$ cat config.mk
export PLATFORM = sky130hd
export DESIGN_NAME = sd_slot_power_ctrl
export DESIGN_NICKNAME = d
export VERILOG_FILES = /design/src/rtl/sd_slot_pkg.sv /design/src/rtl/slot_detect.sv /design/src/rtl/slot_cfg_reg.sv /design/src/rtl/slot_power_fsm.sv /design/src/rtl/slot_wake.sv /design/src/rtl/sd_slot_power_ctrl.sv
export SDC_FILE = /design/constraint.sdc
export NUM_CORES = 1
export LEC_CHECK = 0
export BUFFER_PORTS_ARGS = -buffer_cell sky130_fd_sc_hd__buf_2
export CAP_MARGIN = 25
export CORE_MARGIN = 5
export CORE_UTILIZATION = 35
export CTS_CLUSTER_SIZE = 8
export DETAILED_ROUTE_END_ITERATION = 10
export PLACE_DENSITY = 0.74
export SLEW_MARGIN = 25
export SYNTH_ARGS = -nofsm -noshare
export SYNTH_HDL_FRONTEND = slang
export SYNTH_SLANG_ARGS = --single-unit
export TNS_END_PERCENT = 1
$ cat constraint.sdc
create_clock -name clk -period 1.3 [get_ports clk]
set_input_delay 0.13 -clock clk [delete_from_list [all_inputs] [get_ports clk]]
set_output_delay 0.13 -clock clk [all_outputs]
set_load 0.005 [all_outputs]
$ cat src/rtl/sd_slot_pkg.sv
package sd_slot_pkg;

    typedef enum logic [1:0] {
        PS_OFF   = 2'd0,
        PS_ON    = 2'd1,
        PS_DRAIN = 2'd2
    } pwr_state_t;

    localparam int VOLT_W = 3;

    typedef struct packed {
        logic             pwr;
        logic [VOLT_W-1:0] volt;
    } slot_cfg_t;

endpackage

$ cat src/rtl/slot_detect.sv
module slot_detect #(
    parameter int SYNC_STAGES = 2
) (
    input  logic clk,
    input  logic rst_n,
    input  logic cd_pin,
    input  logic det_sel,
    input  logic det_test_lvl,
    output logic present,
    output logic ins_evt,
    output logic rem_evt,
    output logic pin_fall
);

    logic [SYNC_STAGES-1:0] chain;
    logic                   pin_sync;
    logic                   pin_d;
    logic                   pres_r;
    logic                   pres_d;
    logic                   eff;

    // synchronizer chain, length set by parameter
    generate
        if (SYNC_STAGES == 1) begin : g_one
            always_ff @(posedge clk or negedge rst_n) begin
                if (!rst_n) chain <= '0;
                else        chain <= cd_pin;
            end
        end else begin : g_many
            always_ff @(posedge clk or negedge rst_n) begin
                if (!rst_n) chain <= '0;
                else        chain <= {chain[SYNC_STAGES-2:0], cd_pin};
            end
        end
    endgenerate

    assign pin_sync = chain[SYNC_STAGES-1];

    always_comb begin
        eff = det_sel ? det_test_lvl : pin_sync;
    end

    always_ff @(posedge clk or negedge rst_n) begin
        if (!rst_n) begin
            pin_d  <= 1'b0;
            pres_r <= 1'b0;
            pres_d <= 1'b0;
        end else begin
            pin_d  <= pin_sync;
            pres_r <= eff;
            pres_d <= pres_r;
        end
    end

    assign present  = pres_r;
    assign ins_evt  = pres_r & ~pres_d;
    assign rem_evt  = ~pres_r & pres_d;
    assign pin_fall = pin_d & ~pin_sync;

endmodule

$ cat src/rtl/slot_cfg_reg.sv
module slot_cfg_reg
    import sd_slot_pkg::*;
(
    input  logic              clk,
    input  logic              rst_n,
    input  logic              wr,
    input  logic              wr_pwr,
    input  logic [VOLT_W-1:0] wr_volt,
    input  logic              hot_remove,
    output slot_cfg_t         cfg
);

    always_ff @(posedge clk or negedge rst_n) begin
        if (!rst_n) begin
            cfg <= '0;
        end else begin
            if (wr) cfg.volt <= wr_volt;
            // hot removal wins over a concurrent write
            if (hot_remove)  cfg.pwr <= 1'b0;
            else if (wr)     cfg.pwr <= wr_pwr;
        end
    end

endmodule

$ cat src/rtl/slot_power_fsm.sv
module slot_power_fsm
    import sd_slot_pkg::*;
#(
    parameter int DRAIN_CYCLES = 2
) (
    input  logic clk,
    input  logic rst_n,
    input  logic pwr_req,
    output logic pad_pwr_en,
    output logic bus_drv_en,
    output logic bus_hold_low
);

    localparam int CW = (DRAIN_CYCLES > 1) ? $clog2(DRAIN_CYCLES) : 1;
    localparam logic [CW-1:0] LAST = CW'(DRAIN_CYCLES - 1);

    pwr_state_t      state, state_nx;
    logic [CW-1:0]   cnt, cnt_nx;

    always_comb begin
        state_nx = state;
        cnt_nx   = cnt;
        unique case (state)
            PS_OFF: begin
                if (pwr_req) state_nx = PS_ON;
            end
            PS_ON: begin
                if (!pwr_req) begin
                    state_nx = PS_DRAIN;
                    cnt_nx   = '0;
                end
            end
            PS_DRAIN: begin
                if (cnt == LAST) state_nx = PS_OFF;
                else             cnt_nx   = cnt + 1'b1;
            end
            default: state_nx = PS_OFF;
        endcase
    end

    always_ff @(posedge clk or negedge rst_n) begin
        if (!rst_n) begin
            state <= PS_OFF;
            cnt   <= '0;
        end else begin
            state <= state_nx;
            cnt   <= cnt_nx;
        end
    end

    always_comb begin
        pad_pwr_en   = 1'b0;
        bus_drv_en   = 1'b0;
        bus_hold_low = 1'b0;
        unique case (state)
            PS_OFF:   ;
            PS_ON: begin
                pad_pwr_en = 1'b1;
                bus_drv_en = 1'b1;
            end
            PS_DRAIN: begin
                pad_pwr_en   = 1'b1;
                bus_hold_low = 1'b1;
            end
            default:  ;
        endcase
    end

endmodule

$ cat src/rtl/slot_wake.sv
module slot_wake #(
    parameter int N_SRC = 3
) (
    input  logic             clk,
    input  logic             rst_n,
    input  logic [N_SRC-1:0] evt,
    input  logic [N_SRC-1:0] en,
    input  logic             clr,
    output logic             req
);

    logic [N_SRC-1:0] gated;
    logic             any_set;

    genvar i;
    generate
        for (i = 0; i < N_SRC; i++) begin : g_gate
            assign gated[i] = evt[i] & en[i];
        end
    endgenerate

    assign any_set = |gated;

    always_ff @(posedge clk or negedge rst_n) begin
        if (!rst_n)       req <= 1'b0;
        else if (any_set) req <= 1'b1;
        else if (clr)     req <= 1'b0;
    end

endmodule

$ cat src/rtl/sd_slot_power_ctrl.sv
module sd_slot_power_ctrl
    import sd_slot_pkg::*;
#(
    parameter int SYNC_STAGES  = 2,
    parameter int DRAIN_CYCLES = 2
) (
    input  logic       clk,
    input  logic       rst_n,
    input  logic       cd_pin,
    input  logic       det_sel,
    input  logic       det_test_lvl,
    input  logic       cfg_wr,
    input  logic       cfg_pwr,
    input  logic [2:0] cfg_volt,
    input  logic       wake_en_rem,
    input  logic       wake_en_ins,
    input  logic       wake_en_irq,
    input  logic       card_irq,
    input  logic       wake_clr,
    output logic       card_present,
    output logic       ins_evt,
    output logic       rem_evt,
    output logic       pwr_bit,
    output logic [2:0] pad_volt,
    output logic       pad_pwr_en,
    output logic       bus_drv_en,
    output logic       bus_hold_low,
    output logic       wake_req
);

    logic      pin_fall;
    slot_cfg_t cfg;

    slot_detect #(.SYNC_STAGES(SYNC_STAGES)) u_det (
        .clk          (clk),
        .rst_n        (rst_n),
        .cd_pin       (cd_pin),
        .det_sel      (det_sel),
        .det_test_lvl (det_test_lvl),
        .present      (card_present),
        .ins_evt      (ins_evt),
        .rem_evt      (rem_evt),
        .pin_fall     (pin_fall)
    );

    slot_cfg_reg u_cfg (
        .clk        (clk),
        .rst_n      (rst_n),
        .wr         (cfg_wr),
        .wr_pwr     (cfg_pwr),
        .wr_volt    (cfg_volt),
        .hot_remove (pin_fall),
        .cfg        (cfg)
    );

    assign pwr_bit  = cfg.pwr;
    assign pad_volt = cfg.volt;

    slot_power_fsm #(.DRAIN_CYCLES(DRAIN_CYCLES)) u_fsm (
        .clk          (clk),
        .rst_n        (rst_n),
        .pwr_req      (cfg.pwr),
        .pad_pwr_en   (pad_pwr_en),
        .bus_drv_en   (bus_drv_en),
        .bus_hold_low (bus_hold_low)
    );

    slot_wake #(.N_SRC(3)) u_wake (
        .clk   (clk),
        .rst_n (rst_n),
        .evt   ({card_irq, ins_evt, rem_evt}),
        .en    ({wake_en_irq, wake_en_ins, wake_en_rem}),
        .clr   (wake_clr),
        .req   (wake_req)
    );

endmodule

==> flow_metrics.py, run 1 <==
metrics = {
    "global_routing": {
        "grt_pass1_wl_um": 1810,
        "grt_overflow": 0,
        "grt_max_degree": 14,
        "grt_usage_pct": 9.28,
        "antenna_found_initial": 0,
        "grt_pass1_vias": 459,
    },
    "sta": {
        "fin_crit_ns": 1.35,
        "setup-tns-final_ns": -0.104,
        "hold_viol_final": 0,
        "layout_setup_ws_ns": -0.0490,
        "relSlewSlack_pct": 81.3,
        "final_max_slew_viol_count": 0,
        "finClkSkew_ns": 0.00604,
        "setup_violations": 4,
        "worstMarginPinSlew_ns": 0.281,
        "fin_crit_sh_pct": 104,
        "clock.fmax_mhz": 741,
        "rsz0062_at_grt": "yes",
    },
    "final_layout": {
        "nNetsFinal": 100,
        "area_delta_synth_final_pct": 52.2,
        "final_common_cell": "buf_2",
        "drive_above_1_share_pct": 58.8,
        "final_cell_mix": "buf_2, dfrtp_1, inv_1, buf_4",
        "antenna_cells": 0,
    },
    "setup_path": {
        "cp_max_fo": 3,
        "rr_startpoint": "u_fsm.state[0]",
        "r2r_cells": 5,
        "reg2reg_slack_ns": -0.05,
        "worst_path_most_repeated_cell": "inv_2",
        "cpMaxStageDelayCell": "dfrtp_1",
        "path_cells": "inv_2 -> ha_4 -> inv_2 -> o221ai_4 -> mux2_4",
        "path_buf_inv": 2,
        "crit_required_ns": 1.46,
        "cp-start-kind": "register",
        "r2r_end": "u_fsm.state[0]",
        "worst_path_dominant_cell_family": "flip-flops",
        "arrival_ns": 1.51,
        "cp_slowest_stage_delay_ns": 0.42,
        "critPathKind": "reg2reg",
        "endpoint_kind": "register",
    },
    "synthesis": {
        "yosys.area.top_type": "dfrtp_1",
        "synth_area_sq_um": 549,
        "netlist_instances": 43,
        "syn_avg_cell_area_sq_um": 12.8,
        "ys_seq_area_share_pct": 59.2,
        "synth_top_area_share_pct": 59.2,
        "synth_area_leaders": "dfrtp_1, ha_1, mux2_2, inv_1, mux2i_1",
        "synth_warnings": 0,
        "syn_nets": 62,
        "synthDistinctLibCells": 14,
        "ys_seq_elements": 13,
    },
    "placement": {
        "hpwl_um": 854,
        "routabilityCongestion": 0.620,
        "io_buffers": 25,
    },
    "drt": {
        "num_vias": 444,
        "first_pass_iters": 4,
        "drc_errors": 0,
        "wl_per_cell_um": 12.1,
        "drt-initial-drc-count": 2,
        "postRouteAntennaNets": 0,
        "vias_per_cell": 4.63,
        "drt_wl_total_um": 1160,
    },
    "min_path": {
        "hp-class": "in2reg",
        "hold_depth": 3,
        "holdPathEnd": "u_wake.req",
        "hold_start": "wake_en_rem",
    },
    "clock_tree": {
        "clkTransAtPathRegs_ns": 0.08,
        "htree_levels": 1,
        "cts_buffer_depth": 2,
        "cts_buffers": 3,
        "clock_sinks": 13,
        "cts_tree": "yes",
        "clock_tree.root_cell": "clkbuf_4",
        "insertion_delay_ns": 0.27,
    },
    "power_and_ir_drop": {
        "leakage_nw": 0.425,
        "sw_frac_of_total_pct": 32.3,
        "clkPwrFrac_pct": 16.0,
        "power.share.sequential_pct": 36.4,
        "p_int_w": 0.00101,
        "power.switching_w": 0.000481,
        "ir_worst_vdd_v": 0.00105,
        "powerDensity_mw_per_mm2": 1780,
        "p_comb_share_pct": 47.7,
        "p_total_w": 0.00149,
    },
    "job": {
        "max_cap_violations": 0,
    },
    "floorplanning": {
        "rows": 14,
        "core_sq_mm": 0.00149,
        "start_util_pct": 36.9,
        "ioPinCount": 26,
        "die_area_sq_mm": 0.00246,
        "die_w_um": 49.6,
        "die_h_um": 49.6,
    },
    "status": {
        "status": "finished with violations",
        "violations": "negative setup slack",
    },
}
==> cell usage after synthesis <==
cell type  instances
a21oi_1            2
a222oi_1           1
dfrtp_1           13
ha_1               4
inv_1              7
mux2_2             3
mux2_4             1
mux2i_1            2
nand2_1            3
nand2_2            1
nor2_1             1
nor2b_1            2
o21ai_0            2
o221ai_2           1
==> power groups by stage <==
stage	logic, W	registers (W)	clock network (W)
2_1_floorplan	0.000299	0.000539	0
3_3_place_gp	0.000488	0.000543	0
3_5_place_dp	0.000506	0.000542	0
4_1_cts	0.000537	0.000532	0.000253
5_1_grt	0.000772	0.000552	0.000276
6_report	0.000710	0.000542	0.000238
==> stage by stage <==
step | cells | util, % | hold WS (ns) | worst slack [ns] | cell area [sq um]
after floorplan | 43 | - | -0.166 | 0.00964 | 562
after global routing | 96 | 56.1 | 0.0625 | -0.0780 | 836
after global placement | 86 | 48.5 | 0.0236 | 0.00609 | 722
final | 96 | 56.1 | 0.0456 | -0.0490 | 836
after detailed placement | 86 | 48.5 | 0.0312 | -0.0149 | 722
after CTS | 93 | 52.3 | 0.0363 | -0.0226 | 778
==> sequential cells by signal (all words and copies together) (netlist names) <==
name,cells
u_det.chain,2
u_det.pin_d,1
u_fsm.cnt,1
u_det.pres_d,1
u_wake.req,1
u_fsm.state,2
u_cfg.cfg,4
u_det.present,1
==> logic make-up after synthesis <==
| kind of cell | count (synthesis) | share of synthesized area, % |
|---|---|---|
| simple gates | 7 | 6.15 |
| compound gates | 6 | 8.20 |
| flops | 13 | 59.2 |
| buf+inv | 7 | 4.78 |
| mux | 6 | 12.5 |
| fa+ha+maj | 4 | 9.11 |
==> worst max-delay path by stage <==
stage	startpoint	to	cells past startpoint
finish	u_fsm.state[0]	u_fsm.state[0]	5
floorplan	u_fsm.state[0]	u_fsm.state[0]	5
CTS	u_fsm.state[0]	u_fsm.state[0]	5
global route	u_fsm.state[0]	u_fsm.state[1]	6
detailed placement	u_fsm.state[0]	u_fsm.state[0]	5
global placement	u_fsm.state[0]	u_fsm.state[0]	5
==> metal layers <==
layer,share of wire (%),up-vias,track usage (%)
met4,0,0,2.62
met1,37,208,9.60
met3,12,0,6.02
met5,0,-,0
li1,-,216,-
met2,51,20,15.3
==> final cells by class <==
cell class	instances	area [sq um]
Clock buffer	4	26.3
Fill cell	128	653
Inverter	7	26.3
Multi-Input combinational cell	23	240
Sequential cell	13	325
Tap cell	16	20.0
Timing Repair Buffer	33	198
==> worst min-delay path: cells and delay by family <==
family | cells | cell delay [ns]
AND/OR/NAND/NOR | 2 | 0.08
buffers and inverters | 1 | 0.07
==> repair_timing <==
action / CTS / global route
setup buffers: 1 / 3
endpoints found under the hold margin: 14 / 0
resized for setup: 1 / 7
pin swaps: 1 / 3
setup endpoints to repair: 3 / 4
hold buffers: 2 / 0
(Power assumes the default switching activity.)
==> inputs of run 2 (changes only) <==
--- a/config.mk
+++ b/config.mk
@@ -5,11 +5,11 @@
 export SDC_FILE = /design/constraint.sdc
 export NUM_CORES = 1
 export LEC_CHECK = 0
-export BUFFER_PORTS_ARGS = -buffer_cell sky130_fd_sc_hd__buf_2
+export BUFFER_PORTS_ARGS = -buffer_cell sky130_fd_sc_hd__clkbuf_2
 export CAP_MARGIN = 25
 export CORE_MARGIN = 5
 export CORE_UTILIZATION = 35
-export CTS_CLUSTER_SIZE = 8
+export CTS_CLUSTER_SIZE = 12
 export DETAILED_ROUTE_END_ITERATION = 10
 export PLACE_DENSITY = 0.74
 export SLEW_MARGIN = 25
==> run 2 against run 1 <==
Compared with the run above: the flow still finishes with violations (negative setup slack); count of clock-buffer cells in the layout decreased by 1; setup slack got worse by 0.0058 ns; global-route usage down 0.42 points; combinational power shrank 2%; sequential cell count unchanged; via count fell by 3.2%; critical path depth did not move; sequential power is 0.7% lower; hold slack worse by 0.011 ns; critical endpoint unchanged; largest cell class unchanged; largest power group unchanged.
==> flow_metrics.py, run 2 (synthesized netlist as in run 1, its figures left out) <==
metrics = {
    "setup_path": {
        "crit_required_ns": 1.47,
        "cp-start-kind": "register",
        "critPathKind": "reg2reg",
        "cp_max_fo": 3,
        "endpoint_kind": "register",
        "arrival_ns": 1.52,
        "reg2reg_slack_ns": -0.05,
    },
    "global_routing": {
        "antenna_found_initial": 0,
        "grt_max_degree": 14,
        "grt_pass1_vias": 416,
        "grt_usage_pct": 8.85,
        "grt_pass1_wl_um": 1730,
        "grt_overflow": 0,
    },
    "clock_tree": {
        "clock_tree.root_cell": "clkbuf_4",
        "cts_buffer_depth": 2,
        "cts_tree": "yes",
        "cts_buffers": 3,
        "insertion_delay_ns": 0.28,
        "clock_sinks": 13,
        "clkTransAtPathRegs_ns": 0.09,
        "htree_levels": 1,
    },
    "drt": {
        "drt_wl_total_um": 1040,
        "drt-initial-drc-count": 7,
        "num_vias": 430,
        "wl_per_cell_um": 10.9,
        "first_pass_iters": 4,
        "vias_per_cell": 4.53,
        "drc_errors": 0,
        "postRouteAntennaNets": 0,
    },
    "placement": {
        "routabilityCongestion": 0.668,
        "placed_cell_area_sq_um": 722,
        "io_buffers": 25,
        "hpwl_um": 809,
    },
    "final_layout": {
        "design_area_sq_um": 828,
        "final_cell_mix": "clkbuf_2, dfrtp_1, inv_1, buf_4",
        "largest_register_ff_count": 4,
        "area_delta_synth_final_pct": 50.8,
        "drive_above_1_share_pct": 59.5,
        "nNetsFinal": 99,
        "regArea_sq_um": 325,
        "multiInputGateArea_sq_um": 240,
        "fillCellCount": 130,
        "antenna_cells": 0,
        "largest_registers": "u_cfg.cfg: 4 flops, u_det.chain: 2 flops, u_fsm.state: 2 flops",
        "final_common_cell": "clkbuf_2",
        "largest-register": "u_cfg.cfg",
    },
    "sta": {
        "setup_violations": 3,
        "rsz0062_at_grt": "yes",
        "fin_crit_ns": 1.35,
        "clock.fmax_mhz": 738,
        "finClkSkew_ns": 0.0100,
        "hold_viol_final": 0,
        "layout_setup_ws_ns": -0.0548,
        "worstMarginPinSlew_ns": 0.322,
        "final_max_slew_viol_count": 0,
        "relSlewSlack_pct": 78.6,
        "fin_crit_sh_pct": 104,
    },
    "power_and_ir_drop": {
        "leakage_nw": 0.425,
        "powerDensity_mw_per_mm2": 1790,
        "ir_worst_vdd_v": 0.00106,
        "p_total_w": 0.00148,
    },
    "floorplanning": {
        "die_w_um": 49.6,
        "die_area_sq_mm": 0.00246,
        "die_h_um": 49.6,
        "ioPinCount": 26,
        "start_util_pct": 36.9,
        "rows": 14,
        "core_sq_mm": 0.00149,
    },
    "status": {
        "violations": "negative setup slack",
        "status": "finished with violations",
    },
    "job": {
        "max_cap_violations": 0,
    },
    "min_path": {
        "hp-class": "in2reg",
    },
}
-- run 2: through the flow --
stage	hold WS (ns)	utilization [%]	cells	setup WS (ns)	setup TNS (ns)
finish	0.0349	55.6	95	-0.0548	-0.0850
CTS	0.0307	52.4	93	-0.0256	-0.0415
global placement	0.0314	48.5	86	0.00373	0
detailed placement	0.0406	48.5	86	-0.0102	-0.0102
global route	0.0468	55.6	95	-0.101	-0.261
floorplan	-0.166	-	43	0.00964	0
-- run 2: path summary, 6_finish.rpt --
kind	startpoint	end	cells after the start
hold reg to reg	u_det.chain[0]	u_det.chain[1]	0
setup reg to reg	u_fsm.state[0]	u_fsm.state[0]	5
hold / removal	wake_en_rem	u_wake.req	3
setup / recovery	u_fsm.state[0]	u_fsm.state[0]	5
max in group asynchronous	rst_n	u_det.pres_d	2
min in group asynchronous	rst_n	u_fsm.state[1]	2
-- run 2: metal layers --
| layer | track usage (%) | wire [um] |
|---|---|---|
| met1 | 9.45 | 407 |
| met2 | 14.6 | 492 |
| met3 | 5.12 | 139 |
| met4 | 2.62 | 0 |
| met5 | 0 | 0 |
-- run 2: critical path, cell delays in order (launching register included) --
cell and delay [ns]:
dfrtp_1 0.42, inv_2 0.11, ha_4 0.15, inv_4 0.04
o221ai_4 0.21, mux2_4 0.32
-- run 2: area by class of cell --
type                       count  share of cell area, %
sequential                    13                   39.3
clock buffer                   3                   2.72
timing repair buffer          32                   22.5
multi-input combinational     23                   29.0
tap                           16                   2.42
clock inverter                 1                  0.604
inverter                       7                   3.47
-- run 2: timing repair --
action                                 in CTS  in global routing
setup buffers                               1                  2
setup endpoints to repair                   3                  4
gates resized for setup                     1                  7
pin swaps                                   1                  2
hold buffers                                2                  0
endpoints found under the hold margin      14                  0
-- run 2: where the power goes --
| group | switching [W] | total (W) | internal, W | leakage, nW |
|---|---|---|---|---|
| Sequential | 0.0000606 | 0.000538 | 0.000478 | 0.155 |
| Clock | 0.000132 | 0.000246 | 0.000114 | 0.0177 |
| Combinational | 0.000295 | 0.000695 | 0.000400 | 0.253 |
